File: config.mk
export PLATFORM = sky130hd
export DESIGN_NAME = csc_calibrator
export DESIGN_NICKNAME = d
export VERILOG_FILES = /design/src/rtl/csc_pkg.sv /design/src/rtl/csc_cs_sync.sv /design/src/rtl/csc_pulse_counter.sv /design/src/rtl/csc_calibrator.sv
export SDC_FILE = /design/constraint.sdc
export NUM_CORES = 1
export LEC_CHECK = 0
export CORE_ASPECT_RATIO = 0.7
export CORE_MARGIN = 2
export CORE_UTILIZATION = 40
export DETAILED_ROUTE_END_ITERATION = 7
export DONT_BUFFER_PORTS = 1
export SLEW_MARGIN = 5
export SYNTH_ARGS = -nofsm -noshare
export SYNTH_HDL_FRONTEND = slang
export SYNTH_SLANG_ARGS = --single-unit
export TNS_END_PERCENT = 50
File: constraint.sdc
create_clock -name clk -period 2.6 [get_ports clk]
set_input_delay 0.52 -clock clk [delete_from_list [all_inputs] [get_ports clk]]
set_output_delay 0.52 -clock clk [all_outputs]
set_load 0.02 [all_outputs]
File: src/rtl/csc_pkg.sv
package csc_pkg;
    typedef enum logic [1:0] {
        ST_IDLE    = 2'd0,
        ST_ARMED   = 2'd1,
        ST_MEASURE = 2'd2,
        ST_OVERRUN = 2'd3
    } cal_state_t;
endpackage

File: src/rtl/csc_cs_sync.sv
module csc_cs_sync #(
    parameter int STAGES = 2
) (
    input  logic clk,
    input  logic rst_n,
    input  logic cs_n_i,
    output logic cs_level_o,
    output logic fall_o,
    output logic rise_o
);
    logic [STAGES-1:0] chain_q;
    logic              last_q;

    generate
        for (genvar s = 0; s < STAGES; s++) begin : g_stage
            if (s == 0) begin : g_first
                always_ff @(posedge clk or negedge rst_n) begin
                    if (!rst_n) chain_q[0] <= 1'b1;
                    else        chain_q[0] <= cs_n_i;
                end
            end else begin : g_next
                always_ff @(posedge clk or negedge rst_n) begin
                    if (!rst_n) chain_q[s] <= 1'b1;
                    else        chain_q[s] <= chain_q[s-1];
                end
            end
        end
    endgenerate

    always_ff @(posedge clk or negedge rst_n) begin
        if (!rst_n) last_q <= 1'b1;
        else        last_q <= chain_q[STAGES-1];
    end

    assign cs_level_o = chain_q[STAGES-1];
    assign fall_o     = last_q & ~chain_q[STAGES-1];
    assign rise_o     = ~last_q & chain_q[STAGES-1];
endmodule

File: src/rtl/csc_pulse_counter.sv
module csc_pulse_counter #(
    parameter int CNT_W   = 12,
    parameter int MAX_CNT = 2252
) (
    input  logic             clk,
    input  logic             rst_n,
    input  logic             load_i,
    input  logic             inc_i,
    output logic [CNT_W-1:0] cnt_o,
    output logic             at_max_o
);
    localparam logic [CNT_W-1:0] CEIL = CNT_W'(MAX_CNT);

    logic [CNT_W-1:0] cnt_q;

    always_ff @(posedge clk or negedge rst_n) begin
        if (!rst_n)                      cnt_q <= '0;
        else if (load_i)                 cnt_q <= CNT_W'(1);
        else if (inc_i && cnt_q != CEIL) cnt_q <= cnt_q + 1'b1;
    end

    assign cnt_o    = cnt_q;
    assign at_max_o = (cnt_q == CEIL);
endmodule

File: src/rtl/csc_calibrator.sv
module csc_calibrator #(
    parameter int CNT_W      = 12,
    parameter int SCALE_LOG2 = 7,
    parameter int MIN_CNT    = 1843,
    parameter int MAX_CNT    = 2252,
    parameter int DEF_PERIOD = 16,
    parameter int SYNC_DEPTH = 2,
    localparam int PER_W     = CNT_W + 1 - SCALE_LOG2
) (
    input  logic             clk,
    input  logic             rst_n,
    input  logic             cal_arm_i,
    input  logic             cs_n_i,
    output logic [PER_W-1:0] period_o,
    output logic             calibrated_o
);
    import csc_pkg::*;

    localparam logic [CNT_W:0] HALF_LSB = (CNT_W+1)'(1) << (SCALE_LOG2 - 1);
    localparam logic [CNT_W-1:0] LO_LIM = CNT_W'(MIN_CNT);
    localparam logic [CNT_W-1:0] HI_LIM = CNT_W'(MAX_CNT);

    cal_state_t       state_q, state_d;
    logic             cs_level, cs_fall, cs_rise;
    logic [CNT_W-1:0] cnt;
    logic             at_max;
    logic             cnt_load, cnt_inc;
    logic             in_window, accept;
    logic [CNT_W:0]   rounded;
    logic [PER_W-1:0] period_q;
    logic             cal_q;

    csc_cs_sync #(.STAGES(SYNC_DEPTH)) u_sync (
        .clk        (clk),
        .rst_n      (rst_n),
        .cs_n_i     (cs_n_i),
        .cs_level_o (cs_level),
        .fall_o     (cs_fall),
        .rise_o     (cs_rise)
    );

    csc_pulse_counter #(.CNT_W(CNT_W), .MAX_CNT(MAX_CNT)) u_cnt (
        .clk      (clk),
        .rst_n    (rst_n),
        .load_i   (cnt_load),
        .inc_i    (cnt_inc),
        .cnt_o    (cnt),
        .at_max_o (at_max)
    );

    assign cnt_load  = (state_q == ST_ARMED) && cs_fall;
    assign cnt_inc   = (state_q == ST_MEASURE) && !cs_rise;
    assign in_window = (cnt >= LO_LIM) && (cnt <= HI_LIM);
    assign accept    = (state_q == ST_MEASURE) && cs_rise && in_window;
    assign rounded   = {1'b0, cnt} + HALF_LSB;

    always_comb begin
        state_d = state_q;
        unique case (state_q)
            ST_IDLE:    if (cal_arm_i)          state_d = ST_ARMED;
            ST_ARMED:   if (cs_fall)            state_d = ST_MEASURE;
            ST_MEASURE: if (cs_rise)            state_d = ST_IDLE;
                        else if (at_max)        state_d = ST_OVERRUN;
            ST_OVERRUN: if (cs_rise || cs_level) state_d = ST_IDLE;
            default:                            state_d = ST_IDLE;
        endcase
    end

    always_ff @(posedge clk or negedge rst_n) begin
        if (!rst_n) state_q <= ST_IDLE;
        else        state_q <= state_d;
    end

    always_ff @(posedge clk or negedge rst_n) begin
        if (!rst_n) begin
            period_q <= PER_W'(DEF_PERIOD);
            cal_q    <= 1'b0;
        end else if (accept) begin
            period_q <= rounded[CNT_W:SCALE_LOG2];
            cal_q    <= 1'b1;
        end
    end

    assign period_o     = period_q;
    assign calibrated_o = cal_q;
endmodule

==> flow_results.xml <==
<?xml version="1.0" encoding="UTF-8"?>
<metrics>
  <group name="placed_design">
    <metric name="post_dp_area" unit="mm^2">0.00132</metric>
    <metric name="dp_slack" unit="ps">629</metric>
    <metric name="numPortBuffers" unit="">0</metric>
    <metric name="last_weighted_congestion_value_of_the_routability_driven_placer" unit="">0.802</metric>
    <metric name="dp_hpwl" unit="um">1830</metric>
  </group>
  <group name="worst_setup_path">
    <metric name="kind_of_start_point_of_the_critical_path" unit="">flop</metric>
    <metric name="crit_required" unit="ps">2760</metric>
    <metric name="crit_type" unit="">reg -&gt; reg</metric>
    <metric name="timing.critical_path.to_type" unit="">flop</metric>
    <metric name="worstPathArrival" unit="ps">2130</metric>
    <metric name="worstPathMaxFanout" unit="">7</metric>
  </group>
  <group name="logic_synthesis">
    <metric name="yosys.cell_types.count" unit="">37</metric>
    <metric name="synthesis.nets" unit="">134</metric>
    <metric name="synth.cells.most_frequent" unit="">sky130_fd_sc_hd__dfrtp_1 (20), sky130_fd_sc_hd__nand2_1 (9), sky130_fd_sc_hd__inv_1 (8), sky130_fd_sc_hd__o21ai_0 (8), sky130_fd_sc_hd__nor2_1 (7)</metric>
    <metric name="synth_top_cell_by_area" unit="">sky130_fd_sc_hd__dfrtp_1</metric>
    <metric name="yosys.area.top_type_share" unit="%">39.1</metric>
    <metric name="postSynthCellCount" unit="">125</metric>
    <metric name="postSynth.asyncResetShare" unit="%">100</metric>
    <metric name="post_synth_instance_area" unit="mm^2">0.00128</metric>
    <metric name="synth_ff_type" unit="">sky130_fd_sc_hd__dfrtp_1</metric>
    <metric name="yosysSeqAreaShare" unit="%">47.3</metric>
    <metric name="synth-edff-count" unit="">0</metric>
    <metric name="post_synth.cell_area_avg" unit="um^2">10.2</metric>
    <metric name="post-synth-top-count-cell" unit="">sky130_fd_sc_hd__dfrtp_1</metric>
    <metric name="yosys_warnings" unit="">0</metric>
    <metric name="synthesis_stage_register_bit_count" unit="">24</metric>
    <metric name="synthTopCellsByArea" unit="">sky130_fd_sc_hd__dfrtp_1 (39%), sky130_fd_sc_hd__dfstp_2 (8.2%), sky130_fd_sc_hd__ha_1 (4.9%)</metric>
  </group>
  <group name="clock_network">
    <metric name="cts-htree-levels" unit="">1</metric>
    <metric name="clockRootBuffer" unit="">sky130_fd_sc_hd__clkbuf_8</metric>
    <metric name="cts_buffers" unit="">3</metric>
    <metric name="cts.reportedPaths.clkPinSlew" unit="ps">90</metric>
    <metric name="cts.path.max_buffers" unit="">2</metric>
    <metric name="numClockSinks" unit="">24</metric>
    <metric name="worst_skew_pair.late_latency" unit="ps">270</metric>
    <metric name="tritoncts" unit="">built</metric>
    <metric name="cts_resized" unit="">0</metric>
  </group>
  <group name="sta">
    <metric name="grt_setup_unrepaired" unit="">no</metric>
    <metric name="setup_viol" unit="">0</metric>
    <metric name="worst_pin_slew" unit="ps">936</metric>
    <metric name="fmax" unit="MHz">507</metric>
    <metric name="timing.clock.skew" unit="ps">4.78</metric>
    <metric name="hold_violations" unit="">0</metric>
    <metric name="setup_ws" unit="ps">629</metric>
    <metric name="post-route-period-util" unit="%">75.8</metric>
    <metric name="worst_slew_margin_rel" unit="%">37.4</metric>
    <metric name="final_max_slew_viol_count" unit="">0</metric>
    <metric name="layout_min_cycle_time" unit="ps">1970</metric>
    <metric name="setup_total_negative_slack" unit="ps">0</metric>
  </group>
  <group name="floorplanning">
    <metric name="die-area" unit="mm^2">0.00368</metric>
    <metric name="core-area" unit="mm^2">0.00311</metric>
    <metric name="rows" unit="">17</metric>
    <metric name="die_w" unit="um">71.6</metric>
    <metric name="die_height" unit="um">51.3</metric>
    <metric name="io_pins" unit="">11</metric>
    <metric name="initial_core_util" unit="%">41.2</metric>
  </group>
  <group name="global_routing">
    <metric name="grt_util_all_layers" unit="%">15.8</metric>
    <metric name="global_route_wire_length_before_repair" unit="um">4300</metric>
    <metric name="grt_overflow_total" unit="">0</metric>
    <metric name="grt_antenna_before_repair" unit="">0</metric>
    <metric name="grt_start_max_net_pins" unit="">21</metric>
    <metric name="via_count_of_the_first_global_routing_pass" unit="">875</metric>
  </group>
  <group name="route">
    <metric name="via_count" unit="">921</metric>
    <metric name="per_cell_routed_wire_length" unit="um">15.4</metric>
    <metric name="drt_wl_total" unit="um">2550</metric>
    <metric name="remaining_drc_errors" unit="">0</metric>
    <metric name="dr.pass1.iters" unit="">4</metric>
    <metric name="avgViaCountPerCell" unit="">5.58</metric>
    <metric name="ant_nets_after_route" unit="">0</metric>
    <metric name="iter_0_drt_violations" unit="">41</metric>
  </group>
  <group name="power_and_ir_drop">
    <metric name="power.ir.vdd_worst" unit="uV">342</metric>
    <metric name="power.static_leakage" unit="uW">0.000555</metric>
    <metric name="power_per_cell_area" unit="mW/mm^2">637</metric>
  </group>
  <group name="finish">
    <metric name="design_area" unit="mm^2">0.00138</metric>
    <metric name="flow.area_growth_from_synthesis" unit="%">7.82</metric>
    <metric name="insertedDiodeCount" unit="">0</metric>
    <metric name="num-nets-final" unit="">137</metric>
    <metric name="fraction_of_final_layout_cells_sized_beyond_drive_strength_1" unit="%">15.7</metric>
  </group>
  <group name="hold_path">
    <metric name="classification_of_the_worst_slack_hold_path" unit="">in -&gt; async</metric>
  </group>
  <group name="flow_run">
    <metric name="drv_cap" unit="">0</metric>
  </group>
  <group name="outcome">
    <metric name="status" unit="">finished clean</metric>
  </group>
</metrics>
==> sequential cells by signal, summed over array words and instances (netlist names) <==
| signal | cells |
|---|---|
| calibrated_o | 1 |
| u_sync.chain_q | 1 |
| state_q | 2 |
| u_cnt.cnt_o | 12 |
| period_o | 6 |
| u_sync.last_q | 1 |
| u_sync.cs_level_o | 1 |
==> cell families (layout without fill, tap and decap cells) <==
family / after synthesis / in the layout / share of synthesized area (%)
AND/OR/NAND/NOR: 51 / 51 / 24.1
flip-flops: 24 / 24 / 47.3
AO/OA/AOI/OAI: 19 / 19 / 8.90
buffers and inverters: 12 / 14 / 3.91
multiplexers: 9 / 9 / 7.43
adder cells (fa/ha/maj): 5 / 5 / 4.89
XOR/XNOR: 5 / 5 / 3.42
==> cell type report <==
type / count / area, um^2
Fill cell: 288 / 1730
Multi-Input combinational cell: 89 / 624
Sequential cell: 24 / 606
Clock buffer: 4 / 55.1
Tap cell: 38 / 47.5
Inverter: 8 / 30.0
Timing Repair Buffer: 2 / 17.5
==> routing by layer <==
layer	wire length, um	vias up	global-route usage [%]
li1	-	447	-
met1	1380	456	23.1
met2	1050	14	22.4
met3	96	4	4.93
met4	23	0	4.72
met5	0	-	0
==> stage by stage <==
step | hold WS, ps | cells | util (%) | power (uW)
3_3_place_gp | 225 | 160 | 42.3 | 612
6_report | 79.5 | 165 | 44.4 | 879
5_1_grt | 65.3 | 165 | 44.4 | 933
2_1_floorplan | 224 | 125 | - | 590
4_1_cts | 79.6 | 165 | 44.4 | 882
3_5_place_dp | 225 | 160 | 42.3 | 622
==> power by group <==
group          internal (uW)  switching (uW)  total (uW)
combinational           74.7            76.5         151
clock                    135             121         257
sequential               410            61.4         471
total                    620             259         879
==> what timing repair did <==
item                       in CTS  in global routing
hold endpoints to repair       20                  0
setup endpoints to repair       0                  0
hold buffers                    1                  0
setup buffers                   0                  0
==> final timing paths <==
| path | startpoint | endpoint | slack, ps | cells after the start |
|---|---|---|---|---|
| min in group clk | cs_n_i | u_sync.chain_q[0]$_DFF_PN1_ | 240 | 0 |
| max in group asynchronous | rst_n | u_cnt.cnt_o[6]$_DFFE_PN0P_ | 1190 | 1 |
| max reg2reg | u_cnt.cnt_o[6]$_DFFE_PN0P_ | period_o[3]$_DFFE_PN0P_ | 630 | 6 |
| min | rst_n | period_o[4]$_DFFE_PN1P_ | 80 | 0 |
| min reg2reg | u_sync.chain_q[0]$_DFF_PN1_ | u_sync.cs_level_o$_DFF_PN1_ | 360 | 0 |
| max | u_cnt.cnt_o[6]$_DFFE_PN0P_ | period_o[3]$_DFFE_PN0P_ | 630 | 6 |
==> worst max-delay path, stage by stage, from the launching register on <==
cell	delay (ps)
sky130_fd_sc_hd__dfrtp_1	400
sky130_fd_sc_hd__inv_1	100
sky130_fd_sc_hd__ha_1	210
sky130_fd_sc_hd__nor4b_1	140
sky130_fd_sc_hd__a211o_1	280
sky130_fd_sc_hd__a21oi_2	350
sky130_fd_sc_hd__mux2_2	380
==> cell usage in the layout, fill, tap and decap left out, types with 2 or more instances in the layout <==
cell and n:
sky130_fd_sc_hd__nor3_1 4, sky130_fd_sc_hd__mux2_2 4, sky130_fd_sc_hd__nor2_1 7, sky130_fd_sc_hd__or4_1 2, sky130_fd_sc_hd__nand2b_1 2, sky130_fd_sc_hd__o21ai_0 8, sky130_fd_sc_hd__clkbuf_8 4, sky130_fd_sc_hd__nand3_1 6
sky130_fd_sc_hd__nor4_1 2, sky130_fd_sc_hd__or3_1 3, sky130_fd_sc_hd__nand2_1 9, sky130_fd_sc_hd__mux2i_1 5, sky130_fd_sc_hd__a21oi_1 6, sky130_fd_sc_hd__nand4_1 2, sky130_fd_sc_hd__dfrtp_1 20, sky130_fd_sc_hd__nor4b_1 2
sky130_fd_sc_hd__ha_1 5, sky130_fd_sc_hd__xnor2_1 4, sky130_fd_sc_hd__nand4b_1 2, sky130_fd_sc_hd__nor2b_1 3, sky130_fd_sc_hd__inv_1 8, sky130_fd_sc_hd__dfstp_2 4
Note: power is estimated with default switching activity, not from simulation.
